==> config.mk <==
export PLATFORM = sky130hd
export DESIGN_NAME = pipe_stall_ctrl
export DESIGN_NICKNAME = d
export VERILOG_FILES = /design/src/rtl/stall_pkg.sv /design/src/rtl/haz_reduce.sv /design/src/rtl/exc_tracker.sv /design/src/rtl/brk_tracker.sv /design/src/rtl/stall_cause_arb.sv /design/src/rtl/pipe_stall_ctrl.sv
export SDC_FILE = /design/constraint.sdc
export NUM_CORES = 1
export LEC_CHECK = 0
export ABC_AREA = 1
export BUFFER_PORTS_ARGS = -buffer_cell sky130_fd_sc_hd__buf_2
export CORE_AREA = 2 2 39 41
export CTS_CLUSTER_DIAMETER = 30
export DETAILED_ROUTE_END_ITERATION = 12
export DIE_AREA = 0 0 41 43
export HOLD_SLACK_MARGIN = 0.02
export REMOVE_ABC_BUFFERS = 1
export SLEW_MARGIN = 5
export SYNTH_ARGS = -nofsm -noshare
export SYNTH_HDL_FRONTEND = slang
export SYNTH_SLANG_ARGS = --single-unit
==> constraint.sdc <==
create_clock -name clk_i -period 1.46 [get_ports clk_i]
set_input_delay 0.219 -clock clk_i [delete_from_list [all_inputs] [get_ports clk_i]]
set_output_delay 0.219 -clock clk_i [all_outputs]
set_load 0.01 [all_outputs]
==> src/rtl/stall_pkg.sv <==
package stall_pkg;
  typedef enum logic [2:0] {
    CAUSE_NONE = 3'd0,
    CAUSE_HAZ  = 3'd1,
    CAUSE_HILO = 3'd2,
    CAUSE_BRK  = 3'd3,
    CAUSE_EXC  = 3'd4
  } stall_cause_e;

  function automatic logic cause_stalls(stall_cause_e c);
    return (c == CAUSE_HAZ) || (c == CAUSE_HILO) || (c == CAUSE_BRK);
  endfunction
endpackage

==> src/rtl/haz_reduce.sv <==
module haz_reduce #(
  parameter int N = 3
) (
  input  logic [N-1:0] haz_i,
  output logic         any_o
);
  logic [N:0] chain;
  assign chain[0] = 1'b0;
  for (genvar g = 0; g < N; g++) begin : g_or
    assign chain[g+1] = chain[g] | haz_i[g];
  end
  assign any_o = chain[N];
endmodule

==> src/rtl/exc_tracker.sv <==
module exc_tracker (
  input  logic clk_i,
  input  logic rst_ni,
  input  logic flush_req_i,
  input  logic resolved_i,
  output logic active_o
);
  logic pend_q;

  always_ff @(posedge clk_i or negedge rst_ni) begin
    if (!rst_ni) pend_q <= 1'b0;
    else         pend_q <= flush_req_i | (pend_q & ~resolved_i);
  end

  assign active_o = flush_req_i | pend_q;

  AST_PEND_HOLDS: assert property (@(posedge clk_i) disable iff (!rst_ni)
    (active_o && !resolved_i) |=> active_o);
  AST_RESOLVE_DROPS: assert property (@(posedge clk_i) disable iff (!rst_ni)
    (resolved_i && !flush_req_i) |=> (active_o == flush_req_i));
endmodule

==> src/rtl/brk_tracker.sv <==
module brk_tracker (
  input  logic clk_i,
  input  logic rst_ni,
  input  logic brk_here_i,
  input  logic exc_act_i,
  input  logic release_i,
  input  logic id_hold_i,
  output logic brk_wait_o
);
  logic seen_q;

  assign brk_wait_o = brk_here_i & ~seen_q & ~exc_act_i;

  always_ff @(posedge clk_i or negedge rst_ni) begin
    if (!rst_ni)        seen_q <= 1'b0;
    else if (exc_act_i) seen_q <= 1'b0;
    else                seen_q <= (brk_wait_o & release_i) | (seen_q & id_hold_i);
  end

  AST_RELEASE_TAKEN: assert property (@(posedge clk_i) disable iff (!rst_ni)
    (brk_wait_o && release_i) |=> !brk_wait_o);
  AST_RELEASE_IGNORED: assert property (@(posedge clk_i) disable iff (!rst_ni)
    (!seen_q && !(brk_wait_o && release_i)) |=> !seen_q);
  AST_FLUSH_DROPS_SEEN: assert property (@(posedge clk_i) disable iff (!rst_ni)
    exc_act_i |=> !seen_q);
endmodule

==> src/rtl/stall_cause_arb.sv <==
module stall_cause_arb
  import stall_pkg::*;
(
  input  logic         exc_act_i,
  input  logic         haz_i,
  input  logic         hilo_i,
  input  logic         brk_i,
  output stall_cause_e cause_o
);
  always_comb begin
    if (exc_act_i)   cause_o = CAUSE_EXC;
    else if (haz_i)  cause_o = CAUSE_HAZ;
    else if (hilo_i) cause_o = CAUSE_HILO;
    else if (brk_i)  cause_o = CAUSE_BRK;
    else             cause_o = CAUSE_NONE;
  end
endmodule

==> src/rtl/pipe_stall_ctrl.sv <==
module pipe_stall_ctrl
  import stall_pkg::*;
#(
  parameter int NUM_HAZ = 3
) (
  input  logic               clk_i,
  input  logic               rst_ni,
  input  logic               id_valid_i,
  input  logic [NUM_HAZ-1:0] haz_stall_i,
  input  logic               id_rd_hilo_i,
  input  logic               md_busy_i,
  input  logic               id_is_brk_i,
  input  logic               release_i,
  input  logic               exc_flush_i,
  input  logic               exc_resolved_i,
  output logic               if_freeze_o,
  output logic               id_freeze_o,
  output logic               ex_bubble_o,
  output logic               flush_o
);
  logic         haz_any, exc_act, brk_wait, dec_stall;
  stall_cause_e cause;

  haz_reduce #(.N(NUM_HAZ)) u_haz (.haz_i(haz_stall_i), .any_o(haz_any));

  exc_tracker u_exc (
    .clk_i, .rst_ni,
    .flush_req_i(exc_flush_i),
    .resolved_i (exc_resolved_i),
    .active_o   (exc_act)
  );

  brk_tracker u_brk (
    .clk_i, .rst_ni,
    .brk_here_i(id_valid_i & id_is_brk_i),
    .exc_act_i (exc_act),
    .release_i (release_i),
    .id_hold_i (dec_stall),
    .brk_wait_o(brk_wait)
  );

  stall_cause_arb u_arb (
    .exc_act_i(exc_act),
    .haz_i    (id_valid_i & haz_any),
    .hilo_i   (id_valid_i & id_rd_hilo_i & md_busy_i),
    .brk_i    (brk_wait),
    .cause_o  (cause)
  );

  assign dec_stall   = cause_stalls(cause);
  assign id_freeze_o = dec_stall;
  assign ex_bubble_o = dec_stall;
  assign flush_o     = exc_act;
  assign if_freeze_o = dec_stall | exc_act;

  AST_FLUSH_PRIO: assert property (@(posedge clk_i) disable iff (!rst_ni)
    flush_o |-> (!id_freeze_o && !ex_bubble_o && if_freeze_o));
  AST_BUBBLE_PAIRS: assert property (@(posedge clk_i) disable iff (!rst_ni)
    ex_bubble_o |-> (id_freeze_o && if_freeze_o));
  AST_HILO_WAIT: assert property (@(posedge clk_i) disable iff (!rst_ni)
    (id_valid_i && id_rd_hilo_i && md_busy_i && !exc_flush_i && !flush_o) |-> id_freeze_o);
  AST_FLUSH_AFTER_REQ: assert property (@(posedge clk_i) disable iff (!rst_ni)
    (exc_flush_i && !exc_resolved_i) |=> flush_o);
endmodule

==> summary.txt <==
Worst hold path
  • Worst Hold Class: input port to flip-flop
  • HP Start: exc_resolved_i

Clocking
  • Clock latency on the worst-skew pair: 0.22 ns
  • Clock Tree Root: clkbuf_4
  • TritonCTS clock tree: yes
  • Clock Sinks: 2
  • H-Tree Depth: 1
  • Clk buf depth: 2
  • CTS clk-pin slew, worst paths: about 0.030 ns
  • CTS Buf Count: 3

Logic synthesis
  • Yosys warns: 0
  • Syn avg cell area: 6.15 µm²
  • Yosys reg bits: 2
  • Top-area cell type share of the netlist area: 33.9%
  • Cell Area, Synth: 148 µm²
  • Post-synthesis sequential area ratio: between 30 and 40%
  • Largest cells by area after synthesis: dfrtp_1, nand2_1, nand3_1
  • Gate Count Post-Synth: 24
  • Yosys cell types: 10
  • Yosys top cell by area: dfrtp_1

Drt
  • DRT antenna net count: 0
  • Wire length per cell: 6.66 µm
  • Via-per-instance ratio: roughly 3.4
  • Iteration-0 DRC Markers: 2
  • Pre-antenna DRT Iters: 2
  • DRC: 0
  • Vias: 196
  • WL final: ~390 µm

Critical path
  • CP Launch Point: u_brk.seen_q$_DFF_PN0_
  • Worst Setup Start Kind: flip-flop
  • R2R Path Start: u_brk.seen_q$_DFF_PN0_
  • Crit-path max FO: 3
  • Critical Path AT: 1.09 ns
  • Crit path kind: flip-flop to output pin
  • Crit path required time: about 1.2 ns
  • Worst setup EP type: output pin

STA
  • Final Critical Period: 1.31 ns
  • Final setup viols: 0
  • Max transition margin: 90.7%
  • Max Clock Freq: approximately 0.76 GHz
  • Hold Violations, Final: 0
  • Period utilization: 89.7%
  • Slew Limit Fails: 0
  • RSZ-0062 raised after global routing: no
  • Setup Skew: about 0.0023 ns
  • TNS Setup: 0 ns
  • Worst-margin pin slew: approximately 0.14 ns

Power
  • Lkg Pwr: 0.167 nW
  • VDD IR max: 0.364 mV
  • PwrDens: around 800 mW/mm²
  • Pwr Total: 0.220 mW

Run status
  • Outcome: finished, final reports clean

Layout
  • Fin util: 19.3%
  • Final net count: 56
  • Non-filler cells, final: 58
  • P&R area growth vs syn: 81.4%
  • Ant. Diodes: 0
  • Most frequent cells in the layout: buf_2, nand2_1, inv_1, nand3_1, clkbuf_4
  • Design Area, Final: 268 µm²
  • Layout cell share with drive strength beyond 1: between 50% and 60%
  • Most common cell after layout, fill and taps aside: buf_2
  • Fillers: 168

Global routing
  • Largest net degree at the start of global routing: 4
  • Initial antenna violation count: 0
  • First-pass GRT wire length: 489 µm
  • Number of global-route vias before repair: 146
  • Routing usage on met2: 5.94%
  • Total global-route track usage: 4.32%
  • Global routing's busiest layer: met2
  • Met1 Resource Use GR: 4.50%
  • GRT met3 Usage: 2.09%
  • Congestion Overflow GR: 0

Die
  • Die Width: just over 40 µm
  • Initial Utilization: around a tenth
  • Die height: 43 µm
  • # rows: 14
  • Core area: 0.00138 mm²
  • Number of top-level pins: 16
  • Die Area: 0.00176 mm²

Place
  • Placed cells: 54
  • HPWL after detailed placement: ~330 µm
  • Buffers on Ports: 15
  • Routability cong.: about 0.53
  • Cell area after placement: 235 µm²

Run
  • Max-cap violations: 0
[critical path, cell delays in order, from the launching register on]
cell,delay [ns]
dfrtp_1,0.38
nor2_2,0.14
nor2_2,0.05
a21oi_1,0.14
buf_2,0.15
[cell usage after synthesis (all sizes together)]
cell and n:
o21ai 1, nand3 3, nand2 7, inv 5, nor2 4, buf 1
dfrtp 2, a21oi 1
[per-stage QoR]
stage               worst slack, ns  hold slack (ns)
global route                 0.0528            0.184
global placement              0.386          0.00725
floorplan                     0.347          -0.0766
finish                        0.151            0.187
detailed placement            0.369          0.00633
CTS                           0.122            0.178
[report_power, final]
part	total (mW)	internal (mW)	switching (mW)
clock	0.119	0.0904	0.0285
sequential	0.0589	0.0582	0.000747
combinational	0.0422	0.0213	0.0209
[kinds of logic (layout without fill, tap and decap cells)]
group                  Yosys count  in the layout  synth area share, %
AOI/OAI and AO/OA                2              2                 6.77
buffers and inverters            6             24                 17.8
DFF                              2              2                 33.9
and+or+nand+nor                 14             14                 41.5
[worst paths after layout]
path                       cells past startpoint                endpoint  slack, ns
max                                            4             id_freeze_o       0.15
min                                            2  u_exc.pend_q$_DFF_PN0_       0.19
max reg2reg                                    5  u_brk.seen_q$_DFF_PN0_       0.66
min reg2reg                                    2  u_exc.pend_q$_DFF_PN0_       0.52
max in group asynchronous                      2  u_exc.pend_q$_DFF_PN0_       1.04
min in group asynchronous                      2  u_brk.seen_q$_DFF_PN0_       0.33
[cell type report]
class	instances	area [µm²]	share of cell area (%)
Clock buffer	3	22.5	8.41
Sequential cell	2	50.0	18.7
Timing Repair Buffer	16	85.1	31.8
Multi-Input combinational cell	16	71.3	26.6
Inverter	5	18.8	7.01
Tap cell	16	20.0	7.48
[layer usage]
metal / share of wire [%] / vias up / wire length (µm)
met5: 0 / - / 0
met4: 0 / 0 / 0
met3: 17 / 0 / 65
li1: - / 107 / -
met1: 40 / 77 / 155
met2: 43 / 12 / 165
[state kept, by name (all words and copies together) (netlist names)]
name,cells
u_brk.seen_q,1
u_exc.pend_q,1
[what timing repair did]
| action | in CTS | in global routing |
|---|---|---|
| setup endpoints to repair | 0 | 0 |
| hold buffers | 1 | 0 |
| buffers inserted | 0 | 0 |
| gates resized for setup | 0 | 0 |
| endpoints found under the hold margin | 2 | 0 |
No activity file was read; power rests on OpenSTA's default activity.
